## config.mk

```make
export PLATFORM = sky130hd
export DESIGN_NAME = sft_gate
export DESIGN_NICKNAME = d
export VERILOG_FILES = /design/src/rtl/sft_pkg.sv /design/src/rtl/sft_history.sv /design/src/rtl/sft_idle_counter.sv /design/src/rtl/sft_gate.sv
export SDC_FILE = /design/constraint.sdc
export NUM_CORES = 1
export LEC_CHECK = 0
export CELL_PAD_IN_SITES_DETAIL_PLACEMENT = 0
export CELL_PAD_IN_SITES_GLOBAL_PLACEMENT = 1
export CORE_UTILIZATION = 25
export CTS_CLUSTER_DIAMETER = 50
export CTS_CLUSTER_SIZE = 25
export DETAILED_ROUTE_END_ITERATION = 7
export PLACE_DENSITY = 0.67
export REMOVE_ABC_BUFFERS = 1
export SYNTH_ARGS = -nofsm -noshare
export SYNTH_HDL_FRONTEND = slang
export SYNTH_SLANG_ARGS = --single-unit
export TNS_END_PERCENT = 50
```

## constraint.sdc

```tcl
create_clock -name clk -period 5.4 [get_ports clk]
set_input_delay 1.62 -clock clk [delete_from_list [all_inputs] [get_ports clk]]
set_output_delay 1.62 -clock clk [all_outputs]
set_load 0.05 [all_outputs]
```

## src/rtl/sft_pkg.sv

```systemverilog
package sft_pkg;

    localparam int CFG_W = 3;

    // How the previous message on the bus ended
    typedef enum logic [1:0] {
        PREV_OTHER = 2'd0,
        PREV_SELF  = 2'd1,
        PREV_RETRY = 2'd2
    } prev_e;

    // Half-tick count for an explicit setting n: 2n-1
    function automatic int cfg_halves(input logic [CFG_W-1:0] cfg);
        return 2 * int'(cfg) - 1;
    endfunction

endpackage

```

## src/rtl/sft_history.sv

```systemverilog
module sft_history
    import sft_pkg::*;
(
    input  logic  clk,
    input  logic  rst,
    input  logic  tx_end,
    input  logic  rx_end,
    input  logic  tx_fail,
    output prev_e prev
);
    always_ff @(posedge clk) begin
        if (rst)          prev <= PREV_OTHER;
        else if (tx_fail) prev <= PREV_RETRY;
        else if (tx_end)  prev <= PREV_SELF;
        else if (rx_end)  prev <= PREV_OTHER;
    end
endmodule

```

## src/rtl/sft_idle_counter.sv

```systemverilog
module sft_idle_counter #(
    parameter int CNT_W = 4
) (
    input  logic             clk,
    input  logic             rst,
    input  logic             stop,
    input  logic             restart,
    input  logic             bus_line,
    input  logic             half_tick,
    output logic             armed,
    output logic [CNT_W-1:0] cnt
);
    localparam logic [CNT_W-1:0] CNT_MAX = {CNT_W{1'b1}};

    always_ff @(posedge clk) begin
        if (rst) begin
            armed <= 1'b1;
            cnt   <= '0;
        end else if (stop) begin
            armed <= 1'b0;
            cnt   <= '0;
        end else if (restart) begin
            armed <= 1'b1;
            cnt   <= '0;
        end else if (!bus_line) begin
            cnt   <= '0;
        end else if (armed && half_tick && cnt != CNT_MAX) begin
            cnt   <= cnt + 1'b1;
        end
    end
endmodule

```

## src/rtl/sft_gate.sv

```systemverilog
module sft_gate
    import sft_pkg::*;
#(
    parameter int CNT_W     = 4,
    parameter int DEF_OTHER = 5,
    parameter int DEF_SELF  = 9,
    parameter int DEF_RETRY = 13
) (
    input  logic             clk,
    input  logic             rst,
    input  logic [CFG_W-1:0] sft_cfg,
    input  logic             start_opt,
    input  logic             som_req,
    input  logic             tx_end,
    input  logic             rx_end,
    input  logic             tx_fail,
    input  logic             frame_start,
    input  logic             bus_line,
    input  logic             half_tick,
    output logic             tx_allowed,
    output logic             busy
);
    prev_e            prev;
    logic             armed;
    logic [CNT_W-1:0] idle_cnt;
    logic             pending;
    logic             arm_evt;
    logic             met;
    int               need;

    assign arm_evt = start_opt ? (tx_end | rx_end | tx_fail) : som_req;

    sft_history u_hist (
        .clk     (clk),
        .rst     (rst),
        .tx_end  (tx_end),
        .rx_end  (rx_end),
        .tx_fail (tx_fail),
        .prev    (prev)
    );

    sft_idle_counter #(.CNT_W(CNT_W)) u_cnt (
        .clk       (clk),
        .rst       (rst),
        .stop      (frame_start),
        .restart   (arm_evt),
        .bus_line  (bus_line),
        .half_tick (half_tick),
        .armed     (armed),
        .cnt       (idle_cnt)
    );

    always_comb begin
        if (sft_cfg != '0) begin
            need = cfg_halves(sft_cfg);
        end else begin
            unique case (prev)
                PREV_SELF:  need = DEF_SELF;
                PREV_RETRY: need = DEF_RETRY;
                default:    need = DEF_OTHER;
            endcase
        end
    end

    always_ff @(posedge clk) begin
        if (rst)              pending <= 1'b0;
        else if (frame_start) pending <= 1'b0;
        else if (som_req)     pending <= 1'b1;
    end

    assign met        = armed && (int'(idle_cnt) >= need);
    assign tx_allowed = pending && met;
    assign busy       = pending && !met;

endmodule

```

### Word-level counts from Yosys, hierarchy flattened

Cells that the tools add are included.

| storage, ports and cells | value |
|---|---|
| bits in registers | 8 |
| latch bits | 0 |
| RAM bits | 0 |
| memory bits (read-only) | 0 |
| input bits | 13 |
| logic and storage cells | 35 |
| memories | 0 |

| cells by class | value |
|---|---|
| add/sub/neg operators | 2 |
| multiply operators | 0 |
| div/mod/pow operators | 0 |
| magnitude comparators | 1 |
| equal/unequal tests | 3 |
| shift operators | 0 |
| multiplexer cells | 8 |
| bitwise gates (word level) | 3 |
| reductions and logical operators | 13 |

Operators by type and width:

| operator | number |
|---|---|
| 5-bit by 32-bit >= comparator with 1-bit output | 1 |
| 32-bit two-way mux | 1 |
| 4-bit case mux with 2 select lines | 1 |
| 2-bit two-way mux | 3 |
| 3-bit nonzero test | 2 |
| 1-bit logical AND | 5 |
| 4-bit by 1-bit subtractor with 5-bit output (second input constant) | 1 |
| 4-bit by 1-bit adder with 4-bit output (second input constant) | 1 |
| 4-bit != test (second input constant) | 1 |
| 2-bit nonzero test | 2 |
| 2-bit OR reduction | 2 |
| 4-bit OR reduction | 1 |
| 1-bit two-way mux | 3 |
| 2-bit by 1-bit equality test with 1-bit output (second input constant) | 1 |
| 2-bit equality test (second input constant) | 1 |
| 1-bit bitwise OR | 2 |
| 1-bit zero test | 1 |
| 1-bit NOT | 1 |

### Logic depth before layout (Yosys ltp)

| depth | value |
|---|---|
| word-level depth | 7 |
| depth in mapped cells | 9 |
| depth with buffers taken out | 9 |

### Modules after synthesis

A second synthesis with hierarchy kept.

| second synthesis, totals | value |
|---|---|
| cells, all modules | 61 |
| area total of the unflattened synthesis | 560.5 sq um |

Modules (own cells, without submodules):

| module | times used | cells an instance | area each (sq um) | sequential area each (sq um) |
|---|---|---|---|---|
| sft_idle_counter | 1 | 25 | 261.5 | 100.1 |
| sft_gate | 1 | 28 | 224.0 | 20.0 |
| sft_history | 1 | 8 | 75.1 | 40.0 |

### Worst setup path after synthesis

No wires, ideal clock.

| path | value |
|---|---|
| path kind | input -> output |
| start | input sft_cfg[0] |
| end | output busy |
| arrival | 3.972 ns |
| required time | 3.780 ns |
| path slack | -0.192 ns |
| stages on the path | 8 |
| path buffers | 0 |
| path through | inv_1 -> ha_1 -> and2b_2 -> or2_2 -> ha_1 -> a21oi_1 -> o211ai_1 -> a21boi_0 |

| between the ends | value |
|---|---|
| word-level cells in the longest chain between the ends | 6 |
| elaborated cells on any way between the ends | 7 |
| those cells by class | add/sub: 1; order compare: 1; mux: 1; reduce/logical: 4 |

RTL lines:

| item | line | RTL |
|---|---|---|
| start: declaration | sft_gate.sv:11 | `input logic [CFG_W-1:0] sft_cfg,` |
| 4-bit by 1-bit subtractor with 5-bit output / 3-bit nonzero test (equally long branches) | sft_pkg.sv:14, sft_gate.sv:54 |  |
| 32-bit two-way mux * | sft_gate.sv:54 | `if (sft_cfg != '0) begin` |
| 5-bit by 32-bit >= comparator with 1-bit output * | sft_gate.sv:71 | `assign met = armed && (int'(idle_cnt) >= need);` |
| 1-bit logical AND * | sft_gate.sv:71 |  |
| 1-bit zero test * | sft_gate.sv:73 | `assign busy = pending && !met;` |
| 1-bit logical AND * | sft_gate.sv:73 |  |
| end: declaration | sft_gate.sv:21 | `output logic busy` |

Mark *: on every way between the ends. The rest lies on a longest branch, timed or not.

### Worst setup path after layout

| path | value |
|---|---|
| start | input sft_cfg[2] |
| end | output busy |

Same word-level chain as after synthesis.

==> flow_summary_export.csv <==
group,metric,value,unit
run_status,outcome,"finished clean",
setup_path,crit_chain,"clkdlybuf4s50_1 -> and2b_2 -> or2_2 -> ha_1 -> a21oi_1 -> o211ai_1 -> a21boi_1 -> buf_4 -> buf_12",
clock_tree,htreeDepth,1,
sta,timing.setup.tns,0,ns
setup_path,reg2reg_depth,4,
setup_path,crit_type,"primary input to output port",
setup_path,reg2reg_slack,4.07,ns
logic_synthesis,synth_edf_count,0,
setup_path,required,3.78,ns
setup_path,cp_num_buf_inv,3,
logic_synthesis,postSynthAreaPerCell,8.64,µm²
global_routing,antenna_found_initial,0,
placement,place_congestion,0.720,
sta,rsz0062_at_grt,"false",
setup_path,crit_cells,9,
sta,worst_clock_skew,0.000581,ns
logic_synthesis,yosysTopAreaCell,"dfxtp_1",
clock_tree,clock_latency,0.26,ns
sta,relSlewSlack,0.742,
setup_path,cp_max_fo,3,
setup_path,slowest_stage,"clkdlybuf4s50_1",
floorplanning,die_w,47.9,µm
sta,max_freq,0.193,GHz
logic_synthesis,ys_seq_elements,8,
drt,dr.pass1.iters,4,
sta,holdWs,0.491,ns
clock_tree,cts_tree,"done",
drt,ant_nets,0,
floorplanning,die_area,2290,µm²
sta,fin_ws,0.229,ns
finish,n_antenna_cell,0,
finish,nNetsFinal,104,
global_routing,grtUsageTotal,0.128,
global_routing,grt_pass1_vias,482,
sta,hold_viol,0,
logic_synthesis,async_flop_share,0,
logic_synthesis,synth_flop_cell,"dfxtp_1",
logic_synthesis,synth_area_leaders,"dfxtp_1, ha_1, a21oi_1",
clock_tree,clk_path_buf_depth,2,
clock_tree,clk_pin_slew_worst_paths,0.06,ns
drt,wire_per_inst,10.4,µm
power,powerDensity,177,nW/µm²
logic_synthesis,yosysMostFrequentCell,"dfxtp_1",
global_routing,overflow,0,
sta,finalSetupViolCount,0,
drt,vias_per_cell,4.66,
setup_path,cp-end-kind,"output port",
logic_synthesis,syn_area,527,µm²
power,leakagePower,0.000348,µW
clock_tree,cts_buffers,3,
sta,tightest_slew,0.385,ns
placement,io_buffers,14,
clock_tree,clockRootBuffer,"clkbuf_4",
logic_synthesis,synth_commonest_cells,"dfxtp_1, a21oi_1, ha_1",
placement,pre_cts_ws,-0.0502,ns
logic_synthesis,ys_types,26,
logic_synthesis,synthDominantCellAreaShare,0.304,
worst_hold_path,hp-class,"register to register",
clock_tree,postCtsSetupRepairBufs,0,
logic_synthesis,ys_seq_area_frac,0.304,
power,ir_drop,115,µV
worst_hold_path,hold_depth,2,
sta,fin_crit,5.17,ns
clock_tree,hold_buffers,0,
finish,fin_cells,109,
global_routing,grt_pass1_wl,1970,µm
finish,area.growth.synth_to_final,51.8,%
logic_synthesis,syn_inst,61,
drt,vias,508,
setup_path,cp.arrival,3.55,ns
drt,wl,1130,µm
placement,hpwlAfterDp,934,µm
run,maxCapViolations,0,
drt,drt_first_iter_violations,4,
floorplanning,core-area,1960,µm²
floorplanning,die_h,47.9,µm
setup_path,max_stage_delay,0.50,ns
floorplanning,start_util,0.268,
floorplanning,io_pins,15,
global_routing,grt_max_degree,7,
logic_synthesis,yosys_warnings,0,
clock_tree,clock-sinks,8,
placement,dp_cells,106,
sta,maxSlewViolCount,0,
floorplanning,rows,16,
setup_path,critPathLaunchType,"primary input",
finish,drive_above_1_share,0.220,
setup_path,crit_family,"buffers and inverters",
sta,period_share,0.958,
drt,post-route-drc-count,0,
finish,final_util,0.408,
[per-layer routing]
| layer | part of all wire | global-route usage |
|---|---|---|
| met1 | 0.46 | 0.154 |
| met2 | 0.47 | 0.200 |
| met3 | 0.057 | 0.0679 |
| met4 | 0.0044 | 0.0333 |
| met5 | 0 | 0 |
[report_power, final]
group | switching (µW) | internal [µW] | leakage (µW)
Sequential | 1.32 | 60.7 | 0.0000654
Combinational | 12.4 | 18.3 | 0.000269
Clock | 23.0 | 25.6 | 0.0000138
Total | 36.7 | 105 | 0.000348
[registers in the layout (all words and copies together) (netlist names)]
| name | cells |
|---|---|
| u_hist.prev | 2 |
| u_cnt.cnt | 4 |
| u_cnt.armed | 1 |
| pending | 1 |
[worst reg2reg max path, delay by kind of cell (launching register included)]
kind | cells | cell delay (ns)
AND/OR/NAND/NOR | 2 | 0.52
flip-flops | 1 | 0.35
adder cells (fa/ha/maj) | 1 | 0.25
AO/OA/AOI/OAI | 1 | 0.14
[what timing repair did]
action	4_1_cts	5_1_grt
endpoints found under the setup margin	1	2
resized for setup	2	7
cloned	0	0
pin swaps	0	2
[layout make-up]
class | instances | area (µm²)
clock buffer | 3 | 22.5
fill | 217 | 1160
inverter | 5 | 18.8
multi-input combinational | 48 | 369
sequential | 8 | 160
tap | 27 | 33.8
timing repair buffer | 18 | 195
[path summary, 6_finish.rpt]
kind | from | end
min reg2reg | u_hist.prev[1]$_SDFFE_PP0P_ | u_hist.prev[1]$_SDFFE_PP0P_
max reg2reg | u_cnt.cnt[0]$_SDFFE_PP0P_ | u_cnt.cnt[0]$_SDFFE_PP0P_
min | u_hist.prev[1]$_SDFFE_PP0P_ | u_hist.prev[1]$_SDFFE_PP0P_
max | sft_cfg[2] | busy
[cells by family (layout without fill, tap and decap cells)]
kind of cell,count (synthesis),after routing,share of synthesized area
AO/OA/AOI/OAI,19,19,0.226
adder cells (fa/ha/maj),7,7,0.166
buffers and inverters,5,26,0.0356
flip-flops,8,8,0.304
multiplexers,2,2,0.0428
AND/OR/NAND/NOR,20,20,0.226
[metrics by stage]
stage / power (µW) / instance area (µm²)
4_1_cts: 143 / 776
2_1_floorplan: 75.9 / 527
3_5_place_dp: 93.1 / 751
5_1_grt: 149 / 800
3_3_place_gp: 92.9 / 751
6_report: 141 / 800
[cell usage in the layout (no fill, tap or decap), drive strengths merged, types with 3 or more instances in the layout]
| cell | count |
|---|---|
| a21oi | 7 |
| buf | 6 |
| clkbuf | 3 |
| clkdlybuf4s50 | 10 |
| dfxtp | 8 |
| ha | 7 |
| inv | 5 |
| nand2 | 3 |
| nor2 | 4 |
| o21ai | 3 |
Note: power is estimated with default switching activity, not from simulation.
